--- src/rtl/fpn_pkg.sv ---
package fpn_pkg;

   typedef enum logic [2:0] {
      FPN_NORMAL      = 3'd0,
      FPN_ZERO_IN     = 3'd1,
      FPN_ZCODE_ZERO  = 3'd2,
      FPN_ZCODE_NZ    = 3'd3,
      FPN_UNDERFLOW   = 3'd4
   } fpn_kind_e;

   typedef struct packed {
      logic n;
      logic z;
      logic v;
      logic uf;
   } fpn_flags_t;

endpackage

--- src/rtl/fpn_sign_count.sv ---
module fpn_sign_count #(
   parameter int MAN_W   = 25,
   parameter int CNT_W   = 5,
   parameter int CHUNK   = 4,
   parameter bit CHUNKED = 1'b1
) (
   input  logic [MAN_W-1:0] man,
   output logic [CNT_W-1:0] count
);
   localparam int D    = MAN_W - 1;
   localparam int NCH  = (D + CHUNK - 1) / CHUNK;
   localparam int PADW = NCH * CHUNK;
   localparam int LZW  = $clog2(CHUNK + 1);

   if (MAN_W < 3)           $error("fpn_sign_count: MAN_W too small");
   if (CHUNK < 1)           $error("fpn_sign_count: CHUNK must be positive");
   if ((1 << CNT_W) <= D)   $error("fpn_sign_count: CNT_W cannot hold the count");

   logic [D-1:0] diff;

   always_comb begin
      for (int i = 0; i < D; i++) begin
         diff[i] = man[i] ^ man[MAN_W-1];
      end
   end

   if (CHUNKED) begin : g_chunked
      logic [PADW-1:0]  padded;
      logic [NCH-1:0]   nz;
      logic [LZW-1:0]   lz [NCH];

      always_comb begin
         padded = '1;
         for (int i = 0; i < D; i++) begin
            padded[i + PADW - D] = diff[i];
         end
      end

      for (genvar c = 0; c < NCH; c++) begin : g_chunk
         logic [CHUNK-1:0] bits;
         assign bits  = padded[PADW-1-c*CHUNK -: CHUNK];
         assign nz[c] = |bits;
         always_comb begin
            lz[c] = LZW'(CHUNK);
            for (int j = 0; j < CHUNK; j++) begin
               if (bits[j]) lz[c] = LZW'(CHUNK - 1 - j);
            end
         end
      end

      always_comb begin
         logic found;
         found = 1'b0;
         count = CNT_W'(D);
         for (int c = 0; c < NCH; c++) begin
            if (!found && nz[c]) begin
               count = CNT_W'(c * CHUNK) + CNT_W'(lz[c]);
               found = 1'b1;
            end
         end
         if (count > CNT_W'(D)) count = CNT_W'(D);
      end
   end else begin : g_linear
      always_comb begin
         count = CNT_W'(D);
         for (int i = 0; i < D; i++) begin
            if (diff[i]) count = CNT_W'(D - 1 - i);
         end
      end
   end

endmodule

--- src/rtl/fpn_exp_adjust.sv ---
module fpn_exp_adjust #(
   parameter int EXP_W = 8,
   parameter int CNT_W = 5
) (
   input  logic [EXP_W-1:0] exp_in,
   input  logic [CNT_W-1:0] shift,
   output logic [EXP_W-1:0] exp_out,
   output logic             below
);
   localparam logic signed [EXP_W:0] FLOOR = {2'b11, {(EXP_W-1){1'b0}}};

   if (CNT_W >= EXP_W) $error("fpn_exp_adjust: shift width must stay below exponent width");

   logic signed [EXP_W:0] ext;
   logic signed [EXP_W:0] amt;
   logic signed [EXP_W:0] res;

   always_comb begin
      ext     = $signed({exp_in[EXP_W-1], exp_in});
      amt     = $signed((EXP_W+1)'(shift));
      res     = ext - amt;
      below   = (res <= FLOOR);
      exp_out = res[EXP_W-1:0];
   end

endmodule

--- src/rtl/fpn_classify.sv ---
module fpn_classify
   import fpn_pkg::*;
#(
   parameter int EXP_W  = 8,
   parameter int FRAC_W = 23
) (
   input  logic [EXP_W-1:0]  exp_in,
   input  logic              sign,
   input  logic [FRAC_W-1:0] frac,
   input  logic              below,
   output fpn_kind_e         kind
);
   localparam logic [EXP_W-1:0] ZCODE = {1'b1, {(EXP_W-1){1'b0}}};

   logic zcode_in;
   logic man_zero;

   always_comb begin
      zcode_in = (exp_in == ZCODE);
      man_zero = !sign && (frac == '0);
      if (zcode_in)      kind = man_zero ? FPN_ZCODE_ZERO : FPN_ZCODE_NZ;
      else if (man_zero) kind = FPN_ZERO_IN;
      else if (below)    kind = FPN_UNDERFLOW;
      else               kind = FPN_NORMAL;
   end

endmodule

--- src/rtl/fpn_norm_unit.sv ---
module fpn_norm_unit
   import fpn_pkg::*;
#(
   parameter int EXP_W   = 8,
   parameter int FRAC_W  = 23,
   parameter int CHUNK   = 4,
   parameter bit CHUNKED = 1'b1
) (
   input  logic                    clk,
   input  logic                    rst_n,
   input  logic                    in_valid,
   input  logic [EXP_W+FRAC_W:0]   src_word,
   input  logic                    dst_is_reg,
   output logic                    out_valid,
   output logic [EXP_W+FRAC_W:0]   dst_word,
   output logic                    flag_n,
   output logic                    flag_z,
   output logic                    flag_v,
   output logic                    flag_uf,
   output logic                    flag_luf
);
   localparam int WORD_W = EXP_W + FRAC_W + 1;
   localparam int MAN_W  = FRAC_W + 2;
   localparam int CNT_W  = $clog2(MAN_W);
   localparam logic [EXP_W-1:0] ZCODE = {1'b1, {(EXP_W-1){1'b0}}};

   if (EXP_W < 3)  $error("fpn_norm_unit: EXP_W too small");
   if (FRAC_W < 2) $error("fpn_norm_unit: FRAC_W too small");

   logic [EXP_W-1:0]  src_exp;
   logic              src_sign;
   logic [FRAC_W-1:0] src_frac;
   logic [MAN_W-1:0]  man;
   logic [MAN_W-1:0]  man_sh;
   logic [CNT_W-1:0]  shift;
   logic [EXP_W-1:0]  exp_adj;
   logic              below;
   fpn_kind_e         kind;
   logic [WORD_W-1:0] result;
   fpn_flags_t        flags_nx;
   fpn_flags_t        flags_q;
   logic              luf_q;

   assign src_exp  = src_word[WORD_W-1 -: EXP_W];
   assign src_sign = src_word[FRAC_W];
   assign src_frac = src_word[FRAC_W-1:0];
   assign man      = {src_sign, src_sign, src_frac};

   fpn_sign_count #(
      .MAN_W   (MAN_W),
      .CNT_W   (CNT_W),
      .CHUNK   (CHUNK),
      .CHUNKED (CHUNKED)
   ) u_count (
      .man   (man),
      .count (shift)
   );

   fpn_exp_adjust #(
      .EXP_W (EXP_W),
      .CNT_W (CNT_W)
   ) u_exp (
      .exp_in  (src_exp),
      .shift   (shift),
      .exp_out (exp_adj),
      .below   (below)
   );

   fpn_classify #(
      .EXP_W  (EXP_W),
      .FRAC_W (FRAC_W)
   ) u_class (
      .exp_in (src_exp),
      .sign   (src_sign),
      .frac   (src_frac),
      .below  (below),
      .kind   (kind)
   );

   assign man_sh = man << shift;

   always_comb begin
      flags_nx = '0;
      if (kind == FPN_NORMAL) begin
         result     = {exp_adj, man_sh[MAN_W-1], man_sh[FRAC_W-1:0]};
         flags_nx.n = man_sh[MAN_W-1];
      end else begin
         result     = {ZCODE, {(FRAC_W+1){1'b0}}};
      end
      flags_nx.z  = (kind == FPN_ZERO_IN) || (kind == FPN_ZCODE_ZERO);
      flags_nx.uf = (kind == FPN_UNDERFLOW) || (kind == FPN_ZCODE_NZ);
      flags_nx.v  = 1'b0;
   end

   always_ff @(posedge clk or negedge rst_n) begin
      if (!rst_n) begin
         out_valid <= 1'b0;
         dst_word  <= '0;
      end else begin
         out_valid <= in_valid;
         if (in_valid) dst_word <= result;
      end
   end

   always_ff @(posedge clk or negedge rst_n) begin
      if (!rst_n) begin
         flags_q <= '0;
         luf_q   <= 1'b0;
      end else if (in_valid && dst_is_reg) begin
         flags_q <= flags_nx;
         luf_q   <= luf_q | flags_nx.uf;
      end
   end

   assign flag_n   = flags_q.n;
   assign flag_z   = flags_q.z;
   assign flag_v   = flags_q.v;
   assign flag_uf  = flags_q.uf;
   assign flag_luf = luf_q;

endmodule

--- config.mk ---
export PLATFORM = sky130hd
export DESIGN_NAME = fpn_norm_unit
export DESIGN_NICKNAME = d
export VERILOG_FILES = /design/src/rtl/fpn_pkg.sv /design/src/rtl/fpn_sign_count.sv /design/src/rtl/fpn_exp_adjust.sv /design/src/rtl/fpn_classify.sv /design/src/rtl/fpn_norm_unit.sv
export SDC_FILE = /design/constraint.sdc
export NUM_CORES = 1
export LEC_CHECK = 0
export BUFFER_PORTS_ARGS = -buffer_cell sky130_fd_sc_hd__buf_2
export CORE_ASPECT_RATIO = 0.5
export CORE_MARGIN = 5
export CORE_UTILIZATION = 35
export DETAILED_ROUTE_END_ITERATION = 12
export PLACE_DENSITY = 0.59
export SKIP_CTS_REPAIR_TIMING = 1
export SYNTH_ARGS = -nofsm -noshare
export SYNTH_HDL_FRONTEND = slang
export SYNTH_HIERARCHICAL = 1
export SYNTH_SLANG_ARGS = --single-unit
--- constraint.sdc ---
create_clock -name clk -period 0.9 [get_ports clk]
set_input_delay 0.045 -clock clk [delete_from_list [all_inputs] [get_ports clk]]
set_output_delay 0.045 -clock clk [all_outputs]
set_load 0.01 [all_outputs]
==> PnR_summary.wiki, run 1 <==
{| class="wikitable"
! Metric !! Value
|-
| Warning count from the yosys run || 6
|-
| Power after layout || slightly below 7 mW
|-
| Sequential fraction of the synthesis area || 26.2%
|-
| Achievable clock frequency || 0.265 GHz
|-
| Full die area || between 10000 and 15000 sq um
|-
| Worst max-slew margin expressed relative to the limit || 58.7%
|-
| Final worst-path cycle share || 419%
|-
| Setup Viol. Count Final || 39
|-
| Period minus WS final || 3.77 ns
|-
| Failing checks || setup timing
|-
| Placeable core region || 9630 sq um
|-
| H-tree depth || 2
|-
| Total via count after detailed routing || 3844
|-
| Vias in the first global route || 3643
|-
| DRT antenna net count || 0
|-
| EDFF count, synth || 0
|-
| Placed wire-length estimate || a little under 9000 um
|-
| TritonCTS clock tree || yes
|-
| Type of element capturing the critical path || register
|-
| CTS sink cnt || 37
|-
| Number of maximum-capacitance violations || 0
|-
| Largest net degree at the start of global routing || 35
|-
| Area added between synthesis and finish || 52.9%
|-
| Proportion of layout cells with a drive suffix above 1 || ~50%
|-
| Final Skew || 0 ns
|-
| Width of the die || 152 um
|-
| Primary FF master, synth || dfrtp_1
|-
| Number of ports placed on the die boundary || 74
|-
| Fillers || 888
|-
| Cell area after synthesis || 3540 sq um
|-
| Placed cells || 685
|-
| Status || complete, but fails checks
|-
| Gr ovfl total || 0
|-
| RSZ-0062 raised after global routing || true
|-
| Critical Path RT || 1.07 ns
|-
| Critical path arrival || a little under 4 ns
|-
| Clock root buffer master || clkbuf_16
|-
| Top library cells by usage in the layout, fill and taps aside || buf_4 (109), buf_2 (67), nand2_1 (38), dfrtp_1 (37), mux2i_1 (24)
|-
| Initial antenna violation count || 0
|-
| Hold Violations, Final || 0
|-
| FP Rows || 25
|-
| Cell taking the most area after synthesis || dfrtp_1
|-
| Dominant delay contributor by cell family on the critical path || simple AND/OR/NAND/NOR gates
|-
| Drt first pass iters || 5
|-
| Initial detailed-routing violation count || between 200 and 300
|-
| Cell count after synthesis || 394
|-
| Most common cell after layout, fill and taps aside || buf_4
|-
| Hold Crit Class || in -> reg
|-
| Slowest-stage cell, CP || or4_4
|-
| Unique cell type count in the Yosys netlist || 76
|-
| Least setup slack across all paths after layout || -2.87 ns
|-
| Effective utilization at floorplan || 36.7%
|-
| Power density over the cells || 1280 nW/um^2
|-
| Biggest fanout along the worst timing path || 4
|-
| Least-Margin Pin Slew || ~0.6 ns
|-
| Total nets after synthesis || 436
|-
| Net count, final || slightly above 600
|-
| Count of unresolved DRC violations after routing || 0
|-
| Crit-path most repeated cell || buf_6
|-
| Global-route wire length before repair || around 19000 um
|-
| Average instance area after synthesis || 8.98 sq um
|-
| Post-route core utilization || 56.1%
|-
| FF+latch count, synth || 37
|-
| Startpoint class of the critical path || primary input
|-
| Top-area cell type share of the netlist area || 26.2%
|-
| Final Instance Count excl. Fillers || 707
|-
| Via density per instance || 5.44
|-
| Total Wirelength || 11600 um
|-
| Antenna diodes || 0
|-
| Cell-by-cell trace of the critical path || buf_6 -> or3_4 -> o32ai_4 -> nand3_4 -> nor2b_4 -> nand2_2 -> o22a_1 -> ha_2 -> inv_2 -> fa_2 -> or4_4 -> o41ai_2 -> nor3b_4 -> buf_4 -> buf_6 -> nor2_2 -> a21oi_1 -> nor2_1 -> or2_4
|-
| Count of buffer and inverter cells on the critical path || 4
|-
| Fraction of synthesis flops using an asynchronous set or reset pin || 100%
|-
| # port buffers || 72
|-
| Global-route total usage across every layer || 18.2%
|-
| Last weighted congestion value of the routability-driven placer || around 0.9
|-
| Crit Path Category || in -> reg
|-
| Crit-path max cell delay || 0.49 ns
|-
| WL/cell || 16.4 um
|-
| Number of buffers added by the clock tree synthesis step || 5
|-
| Leakage power of the design || 2.39 nW
|-
| Die span in y || 81.1 um
|-
| VDD IR-drop max || around 0.63 mV
|-
| Cell types with the largest area share after synthesis || dfrtp_1 (26%), mux4_2 (8.3%), mux2i_1 (6.8%)
|-
| Clock Path Buffers || 2
|-
| Worst-Skew Late Latency || 0.28 ns
|-
| Total count of max-transition violations in the final report || 0
|-
| CTS clock-pin slew for the worst setup and hold paths || 0.06 ns
|}
## routing by layer
metal,GRT usage (%),up-vias,share of wire (%)
met4,3.05,0,0.65
met1,27.0,1835,49
met5,0,-,0
met2,27.7,137,44
li1,-,1865,-
met3,3.67,7,6.8
## path summary, 6_finish.rpt
check	startpoint	end	slack, ns	cells after the start
max	src_word[21]	flag_luf	-2.87	19
min	dst_is_reg	flag_n	0.03	3
min in group asynchronous	rst_n	dst_word[17]	0.16	2
min reg2reg	flag_z	flag_z	0.48	2
max in group asynchronous	rst_n	dst_word[10]	0.31	3
max reg2reg	dst_word[18]	dst_word[18]	0.03	2
## final cells by class
class                           instances  area, sq um  area share [%]
Multi-Input combinational cell        312         2660            49.1
Timing Repair Buffer                  195         1410            26.1
Sequential cell                        37          926            17.1
Tap cell                              135          169            3.12
Clock buffer                            5          125            2.31
Inverter                               20         75.1            1.39
Clock inverter                          3         43.8           0.810
## registers in the layout, summed over array words and instances, names as in the netlist
signal     flops
dst_word      32
flag_luf       1
flag_n         1
flag_uf        1
flag_z         1
out_valid      1
## power by group
part	internal, mW	leakage (nW)	switching (mW)	total, mW
sequential	1.92	0.457	0.156	2.07
clock	1.31	0.0842	0.706	2.02
combinational	1.47	1.85	1.39	2.85
total	4.70	2.39	2.25	6.94
## synth_stat cells, drive strengths merged, types with 4 or more instances
master / count
mux4: 13
a22o: 8
a21oi: 12
mux2: 12
ha: 5
nand3: 12
and3: 7
nand2: 41
nand2b: 6
a31oi: 4
nor2b: 6
nor3: 13
o31a: 4
dfrtp: 37
o221ai: 6
o21a: 4
buf: 13
nor4: 9
clkbuf: 12
inv: 19
o31ai: 4
nor2: 25
mux2i: 24
o21ai: 19
o22ai: 6
or3: 4
o2bb2ai: 16
## logic make-up (layout without fill, tap and decap cells)
logic type | count (synthesis) | after routing | share of synthesized area (%)
simple gates | 139 | 139 | 20.6
compound gates | 111 | 111 | 24.2
mux | 49 | 49 | 19.1
buf+inv | 45 | 223 | 5.98
flops | 37 | 37 | 26.2
fa+ha+maj | 6 | 6 | 2.33
xor+xnor | 6 | 6 | 1.49
other cells | 1 | 1 | 0.106
## stage by stage
step	setup WS, ns	TNS (ns)	cell area [sq um]	hold slack [ns]
3_5_place_dp	-3.14	-109.36	4880	-0.0793
5_1_grt	-2.97	-103.70	5410	0.0467
3_3_place_gp	-2.99	-104.38	4880	-0.0842
4_1_cts	-2.86	-99.16	5040	-0.384
6_report	-2.87	-99.55	5410	0.0338
2_1_floorplan	-2.83	-97.17	3630	-0.251
## worst register-to-register path: stages (launching register included)
cell and delay [ns]:
dfrtp_1 0.40, nor2b_1 0.16, a41o_1 0.21
(Power assumes the default switching activity.)
==> run 2: changes to the inputs <==
--- a/config.mk
+++ b/config.mk
@@ -10,7 +10,8 @@
 export CORE_MARGIN = 5
 export CORE_UTILIZATION = 35
 export DETAILED_ROUTE_END_ITERATION = 12
-export PLACE_DENSITY = 0.59
+export HOLD_SLACK_MARGIN = 0.12
+export PLACE_DENSITY_LB_ADDON = 0.15
 export SKIP_CTS_REPAIR_TIMING = 1
 export SYNTH_ARGS = -nofsm -noshare
 export SYNTH_HDL_FRONTEND = slang
==> run 2 against run 1 <==
Effect of this change:
- fmax shrank 0.82%
- clock skew is the same
- die area is the same
- non-clock buffer count grew 12
- highest routed layer unchanged
- combinational power shrank 4%
- final cell count grew 1.6%
- via count shrank 3.2%
- power shrank 2.9%
- global-route usage shrank 0.46 points
- the run still ends with setup timing left
- count of clock-buffer cells in the layout is the same
- critical path depth is the same
- largest power group unchanged
- cell area shrank 1.3%
==> PnR_summary.wiki, run 2 (synthesis gave the netlist of run 1 again) <==
{| class="wikitable"
! Metric !! Value
|-
| Reg with most FFs || dst_word (unchanged)
|-
| Placed wire-length estimate || 9080 um (was 8930 um)
|-
| DRT antenna net count || 0 (unchanged)
|-
| Switching power of the nets || 2.11 mW (was 2.25 mW)
|-
| Crit-path max cell delay || 0.54 ns (was 0.49 ns)
|-
| Final Instance Count excl. Fillers || 718 (was 707)
|-
| Endpoint of the worst setup timing path || dst_word[21] (was flag_luf)
|-
| Critical path arrival || 3.96 ns (was 3.94 ns)
|-
| Total negative slack || -101.15 ns (was -99.55 ns)
|-
| Total count of max-transition violations in the final report || 0 (unchanged)
|-
| Via density per instance || 5.18 (was 5.44)
|-
| Leakage power of the design || 2.40 nW (was 2.39 nW)
|-
| Endpoint of the most critical register-to-register path || dst_word[22] (was dst_word[18])
|-
| Type of element capturing the critical path || register (unchanged)
|-
| Power density over the cells || 1260 nW/um^2 (was 1280 nW/um^2)
|-
| Count of buffer and inverter cells on the critical path || 3 (was 4)
|-
| WL/cell || 15.5 um (was 16.4 um)
|-
| Initial detailed-routing violation count || 168 (was 275)
|-
| Antenna diodes || 0 (unchanged)
|-
| Hold Violations, Final || 0 (unchanged)
|-
| Area of the multi-input gates || 2560 sq um (was 2660 sq um)
|-
| CTS sink cnt || 37 (unchanged)
|-
| Worst-Skew Late Latency || 0.27 ns (was 0.28 ns)
|-
| Effective utilization at floorplan || 36.7% (unchanged)
|-
| TritonCTS clock tree || yes (unchanged)
|-
| Biggest fanout along the worst timing path || 8 (was 4)
|-
| Startpoint class of the critical path || primary input (unchanged)
|-
| Final worst-path cycle share || 423% (was 419%)
|-
| Critical Path RT || 1.06 ns (was 1.07 ns)
|-
| Clock Path Buffers || 2 (unchanged)
|-
| Internal power || 4.63 mW (was 4.70 mW)
|-
| Worst hold slack across all endpoints || 0.181 ns (was 0.0338 ns)
|-
| Count of unresolved DRC violations after routing || 0 (unchanged)
|-
| Full die area || 12300 sq um (unchanged)
|-
| Global-route total usage across every layer || 17.7% (was 18.2%)
|-
| Total Wirelength || 11100 um (was 11600 um)
|-
| Number of buffers added by the clock tree synthesis step || 5 (unchanged)
|-
| Cell-by-cell trace of the critical path || buf_12 -> or3_4 -> o32ai_4 -> nand3_4 -> nor2b_4 -> o2bb2ai_2 -> o31a_1 -> inv_2 -> buf_6 -> fa_2 -> xor2_2 -> or4_4 -> o41ai_2 -> nor3b_4 -> nor3_2 -> and2_4 -> nand2_4 -> nor2b_1 -> a221o_1 (was buf_6 -> or3_4 -> o32ai_4 -> nand3_4 -> nor2b_4 -> nand2_2 -> o22a_1 -> ha_2 -> inv_2 -> fa_2 -> or4_4 -> o41ai_2 -> nor3b_4 -> buf_4 -> buf_6 -> nor2_2 -> a21oi_1 -> nor2_1 -> or2_4)
|-
| Clock group share of total power || 28.6% (was 29.0%)
|-
| Flip-flop count of the largest register after layout || 32 (unchanged)
|-
| Area added between synthesis and finish || 50.9% (was 52.9%)
|-
| Number of maximum-capacitance violations || 0 (unchanged)
|-
| Net count, final || 625 (was 613)
|-
| Initial antenna violation count || 0 (unchanged)
|-
| Power after layout || 6.74 mW (was 6.94 mW)
|-
| Comb power frac || 40.5% (was 41.1%)
|-
| Register share of total power || 30.8% (was 29.9%)
|-
| Dominant delay contributor by cell family on the critical path || simple AND/OR/NAND/NOR gates (unchanged)
|-
| Fillers || 935 (was 888)
|-
| CTS clock-pin slew for the worst setup and hold paths || 0.05 ns (was 0.06 ns)
|-
| Slowest-stage cell, CP || or4_4 (unchanged)
|-
| Largest net degree at the start of global routing || 38 (was 35)
|-
| Stages on the worst setup path || 19 (unchanged)
|-
| Die span in y || 81.1 um (unchanged)
|-
| Gr ovfl total || 0 (unchanged)
|-
| Failing checks || setup timing (unchanged)
|-
| Drt first pass iters || 4 (was 5)
|-
| Status || complete, but fails checks (unchanged)
|-
| Switching part of the total || 31.3% (was 32.4%)
|-
| FF-to-FF Start || dst_word[22] (was dst_word[18])
|-
| Number of ports placed on the die boundary || 74 (unchanged)
|-
| Global-route wire length before repair || 18100 um (was 18700 um)
|-
| Vias in the first global route || 3686 (was 3643)
|-
| Clock root buffer master || clkbuf_16 (unchanged)
|-
| Period minus WS final || 3.80 ns (was 3.77 ns)
|-
| Most common cell after layout, fill and taps aside || buf_4 (unchanged)
|-
| Least setup slack across all paths after layout || -2.90 ns (was -2.87 ns)
|-
| Total via count after detailed routing || 3721 (was 3844)
|-
| Proportion of layout cells with a drive suffix above 1 || 48.2% (was 50.0%)
|-
| H-tree depth || 2 (unchanged)
|-
| Setup Viol. Count Final || 37 (was 39)
|-
| Achievable clock frequency || 0.263 GHz (was 0.265 GHz)
|-
| # port buffers || 72 (unchanged)
|-
| VDD IR-drop max || 0.705 mV (was 0.632 mV)
|-
| FP Rows || 25 (unchanged)
|-
| Top library cells by usage in the layout, fill and taps aside || buf_4 (127), buf_2 (69), nand2_1 (38), dfrtp_1 (37), mux2i_1 (24) (was buf_4 (109), buf_2 (67), nand2_1 (38), dfrtp_1 (37), mux2i_1 (24))
|-
| Critical path startpoint || src_word[23] (was src_word[21])
|-
| Post-route core utilization || 55.4% (was 56.1%)
|-
| Last weighted congestion value of the routability-driven placer || 0.857 (was 0.900)
|-
| Least-Margin Pin Slew || 0.606 ns (was 0.614 ns)
|-
| Final Skew || 0 ns (unchanged)
|-
| Worst reg2reg setup slack || 0.03 ns (about the same)
|-
| Crit Path Category || in -> reg (unchanged)
|-
| FF+latch area || 926 sq um (unchanged)
|-
| Width of the die || 152 um (unchanged)
|-
| Placeable core region || 9630 sq um (unchanged)
|-
| RSZ-0062 raised after global routing || true (unchanged)
|-
| Placed cells || 702 (was 685)
|-
| Worst Reg2Reg Path Length in Cells || 1 (was 2)
|-
| Worst max-slew margin expressed relative to the limit || 59.2% (was 58.7%)
|-
| Hold Crit Class || in -> reg (unchanged)
|}
==> run 2: changes by cell type in the layout (fill, tap and decap cells not counted), sizes merged <==
cell / before / now
dlygate4sd3: 2 / 3
inv: 20 / 19
buf: 193 / 204
==> run 2: worst min-delay path by stage <==
stage | end | slack (ns) | start | depth (start not counted)
finish | flag_z | 0.18 | dst_is_reg | 4
global route | flag_z | 0.20 | dst_is_reg | 4
CTS | dst_word[31] | -0.28 | rst_n | 2
detailed placement | flag_uf | 0.02 | rst_n | 2
global placement | flag_uf | 0.02 | rst_n | 2
floorplan | dst_word[0] | -0.25 | rst_n | 0
==> run 2: power by group through the flow <==
stage	sequential, mW	combinational, mW	clock (mW)
3_5_place_dp	2.10	2.63	0
2_1_floorplan	2.20	1.23	0
5_1_grt	2.11	2.98	2.04
6_report	2.08	2.73	1.93
4_1_cts	2.08	2.64	1.98
3_3_place_gp	2.10	2.61	0
==> run 2: cell type report <==
class	count	area share, %
multi-input combinational	312	48.0
sequential	37	17.3
timing repair buffer	207	27.1
clock inverter	2	0.656
tap	135	3.16
clock buffer	5	2.34
inverter	20	1.41
==> run 2: layer usage <==
| metal | vias to the layer above | part of all wire, % | track usage (%) |
|---|---|---|---|
| li1 | 1876 | - | - |
| met1 | 1755 | 50 | 24.8 |
| met2 | 81 | 45 | 29.8 |
| met3 | 9 | 4.1 | 2.45 |
| met4 | 0 | 0.89 | 3.41 |
| met5 | - | 0 | 0 |
==> run 2: through the flow <==
| step | instance area [sq um] | worst slack (ns) |
|---|---|---|
| after detailed placement | 4980 | -3.13 |
| after floorplan | 3630 | -2.83 |
| after global routing | 5340 | -3.06 |
| final | 5340 | -2.90 |
| after CTS | 5140 | -2.83 |
| after global placement | 4980 | -3.14 |
==> run 2: tightest hold or removal path, delay by kind of cell <==
family	cells	cell delay [ns]
AND/OR/NAND/NOR	1	0.09
buffers and inverters	2	0.23
AO/OA/AOI/OAI	1	0.06
==> run 3: changes to the inputs <==
--- a/config.mk
+++ b/config.mk
@@ -8,10 +8,10 @@
 export BUFFER_PORTS_ARGS = -buffer_cell sky130_fd_sc_hd__buf_2
 export CORE_ASPECT_RATIO = 0.5
 export CORE_MARGIN = 5
-export CORE_UTILIZATION = 35
+export CORE_UTILIZATION = 56
 export DETAILED_ROUTE_END_ITERATION = 12
 export HOLD_SLACK_MARGIN = 0.12
-export PLACE_DENSITY_LB_ADDON = 0.15
+export PLACE_DENSITY_LB_ADDON = 0.3
 export SKIP_CTS_REPAIR_TIMING = 1
 export SYNTH_ARGS = -nofsm -noshare
 export SYNTH_HDL_FRONTEND = slang
==> run 3 against run 2 <==
Effect of this change:
- the run still ends with setup timing left
- die area is 34% lower
- critical path type unchanged
- flip-flop and latch count stayed put
- global-route usage is 12 points higher
- core utilization is 32 points higher
- power is 13% higher
- clock power is 24% higher
- count of clock-buffer cells in the layout stayed put
==> PnR_summary.wiki, run 3 (synthesis gave the netlist of run 1 again) <==
{| class="wikitable"
! Metric !! Value
|-
| Status || complete, but fails checks (unchanged)
|-
| Internal power || 4.98 mW (was 4.63 mW)
|-
| FP Rows || 20 (was 25)
|-
| Endpoint of the most critical register-to-register path || dst_word[22] (unchanged)
|-
| Clock root buffer master || clkbuf_16 (unchanged)
|-
| Design area || 5340 sq um (about the same)
|-
| Last weighted congestion value of the routability-driven placer || 0.915 (was 0.857)
|-
| Failing checks || setup timing (unchanged)
|-
| Reg with most FFs || dst_word (unchanged)
|-
| Number of buffers added by the clock tree synthesis step || 5 (unchanged)
|-
| FF-to-FF Start || dst_word[22] (unchanged)
|-
| Final Instance Count excl. Fillers || 661 (was 718)
|-
| Setup Viol. Count Final || 45 (was 37)
|-
| Start point of the worst hold path || dst_is_reg (unchanged)
|-
| Period minus WS final || 3.99 ns (was 3.80 ns)
|-
| Area added between synthesis and finish || 51.1% (was 50.9%)
|-
| Flip-flop count of the largest register after layout || 32 (unchanged)
|-
| Post-placement cell area || 4820 sq um (was 4980 sq um)
|-
| Largest net degree at the start of global routing || 38 (unchanged)
|-
| Net count, final || 614 (was 625)
|-
| Achievable clock frequency || 0.251 GHz (was 0.263 GHz)
|-
| VDD IR-drop max || 0.883 mV (was 0.705 mV)
|-
| # port buffers || 72 (unchanged)
|-
| Global-route wire length before repair || 19100 um (was 18100 um)
|-
| Die span in y || 66.2 um (was 81.1 um)
|-
| Initial antenna violation count || 0 (unchanged)
|-
| Global-route total usage across every layer || 30.1% (was 17.7%)
|-
| Antenna diodes || 0 (unchanged)
|-
| Number of maximum-capacitance violations || 0 (unchanged)
|-
| Drt first pass iters || 7 (was 4)
|-
| Total Wirelength || 15300 um (was 11100 um)
|-
| Register share of total power || 27.9% (was 30.8%)
|-
| Comb power frac || 40.6% (was 40.5%)
|-
| Effective utilization at floorplan || 57.9% (was 36.7%)
|-
| Width of the die || 122 um (was 152 um)
|-
| Hold Crit Class || in -> reg (unchanged)
|-
| RSZ-0062 raised after global routing || true (unchanged)
|-
| Crit Path Category || in -> reg (unchanged)
|-
| Most common cell after layout, fill and taps aside || buf_4 (unchanged)
|-
| Full die area || 8100 sq um (was 12300 sq um)
|-
| Startpoint class of the critical path || primary input (unchanged)
|-
| Final worst-path cycle share || 443% (was 423%)
|-
| Worst Hold Path EP || flag_uf (was flag_z)
|-
| Worst Reg2Reg Path Length in Cells || 1 (unchanged)
|-
| Proportion of layout cells with a drive suffix above 1 || 49.6% (was 48.2%)
|-
| Power density over the cells || 1420 nW/um^2 (was 1260 nW/um^2)
|-
| Placeable core region || 6110 sq um (was 9630 sq um)
|-
| Switching part of the total || 34.4% (was 31.3%)
|-
| Gr ovfl total || 0 (unchanged)
|-
| Worst max-slew margin expressed relative to the limit || 61.4% (was 59.2%)
|-
| Clock group share of total power || 31.5% (was 28.6%)
|-
| Critical Path RT || 1.06 ns (about the same)
|-
| Clock Path Buffers || 2 (unchanged)
|-
| Number of ports placed on the die boundary || 74 (unchanged)
|-
| Least setup slack across all paths after layout || -3.09 ns (was -2.90 ns)
|-
| Least-Margin Pin Slew || 0.565 ns (was 0.606 ns)
|-
| TritonCTS clock tree || yes (unchanged)
|-
| Hold Violations, Final || 0 (unchanged)
|-
| Placed wire-length estimate || 8620 um (was 9080 um)
|-
| DRT antenna net count || 0 (unchanged)
|-
| Total via count after detailed routing || 4587 (was 3721)
|-
| Worst-Skew Late Latency || 0.29 ns (was 0.27 ns)
|-
| H-tree depth || 2 (unchanged)
|-
| Biggest fanout along the worst timing path || 5 (was 8)
|-
| Leakage power of the design || 2.39 nW (was 2.40 nW)
|-
| Final Skew || 0 ns (unchanged)
|-
| Initial detailed-routing violation count || 791 (was 168)
|-
| Via density per instance || 6.94 (was 5.18)
|-
| Worst reg2reg setup slack || -0.06 ns (was 0.03 ns)
|-
| CTS clock-pin slew for the worst setup and hold paths || 0.06 ns (was 0.05 ns)
|-
| Switching power of the nets || 2.61 mW (was 2.11 mW)
|-
| Cell depth of the worst min-delay path || 4 (unchanged)
|-
| Total count of max-transition violations in the final report || 0 (unchanged)
|-
| Post-placement setup slack || -3.08 ns (was -3.13 ns)
|-
| Type of element capturing the critical path || register (unchanged)
|-
| Count of unresolved DRC violations after routing || 0 (unchanged)
|-
| CTS sink cnt || 37 (unchanged)
|-
| Power after layout || 7.59 mW (was 6.74 mW)
|-
| WL/cell || 23.2 um (was 15.5 um)
|-
| Top library cells by usage in the layout, fill and taps aside || buf_4 (113), buf_2 (69), nand2_1 (38), dfrtp_1 (37), mux2i_1 (24) (was buf_4 (127), buf_2 (69), nand2_1 (38), dfrtp_1 (37), mux2i_1 (24))
|-
| Critical path arrival || 4.15 ns (was 3.96 ns)
|-
| Vias in the first global route || 3848 (was 3686)
|-
| Placed cells || 640 (was 702)
|}
-- run 3: power groups by stage --
stage / Sequential (mW) / Combinational [mW] / Clock (mW)
2_1_floorplan: 2.20 / 1.23 / 0
3_3_place_gp: 2.09 / 2.49 / 0
3_5_place_dp: 2.09 / 2.56 / 0
4_1_cts: 2.08 / 2.60 / 2.34
5_1_grt: 2.13 / 3.22 / 2.47
6_report: 2.12 / 3.08 / 2.39
-- run 3: layout make-up --
cell class / count / area, sq um
multi-input combinational: 312 / 2670
timing repair buffer: 196 / 1370
sequential: 37 / 926
fill: 305 / 762
clock buffer: 5 / 125
tap: 88 / 110
inverter: 20 / 75.1
clock inverter: 3 / 68.8
-- run 3: worst max-delay path, cell delays in order --
cell     delay [ns]
buf_6          0.09
or3_4          0.40
o32ai_4        0.28
nand3_4        0.12
a31oi_1        0.18
o22a_1         0.26
ha_2           0.26
inv_2          0.05
fa_2           0.40
xor2_2         0.17
or4_4          0.42
o41ai_2        0.41
nor3b_4        0.33
nor3_4         0.08
and2_4         0.19
nand2_4        0.10
nor2_4         0.04
a221o_1        0.29
-- run 3: metal layers --
layer  track usage [%]  wire length (um)
met5                 0                 0
met3              5.81              1960
met4              12.0              1140
met2              51.0              6780
met1              38.1              5440
-- run 3: worst max-delay path by stage --
stage	startpoint	endpoint	slack (ns)	depth (start not counted)
floorplan	src_word[23]	dst_word[22]	-2.83	18
global placement	src_word[23]	dst_word[22]	-3.02	19
detailed placement	src_word[20]	dst_word[21]	-3.08	18
CTS	src_word[20]	dst_word[10]	-2.84	19
global route	src_word[21]	dst_word[22]	-3.16	18
finish	src_word[21]	dst_word[22]	-3.09	18
-- run 3: stage by stage --
stage | TNS, ns | hold WS [ns] | utilization (%)
2_1_floorplan | -97.17 | -0.251 | -
3_3_place_gp | -105.38 | 0.0200 | 78.9
3_5_place_dp | -106.66 | 0.0227 | 78.9
4_1_cts | -98.38 | -0.278 | 82.1
5_1_grt | -107.88 | 0.216 | 87.5
6_report | -106.73 | 0.198 | 87.5
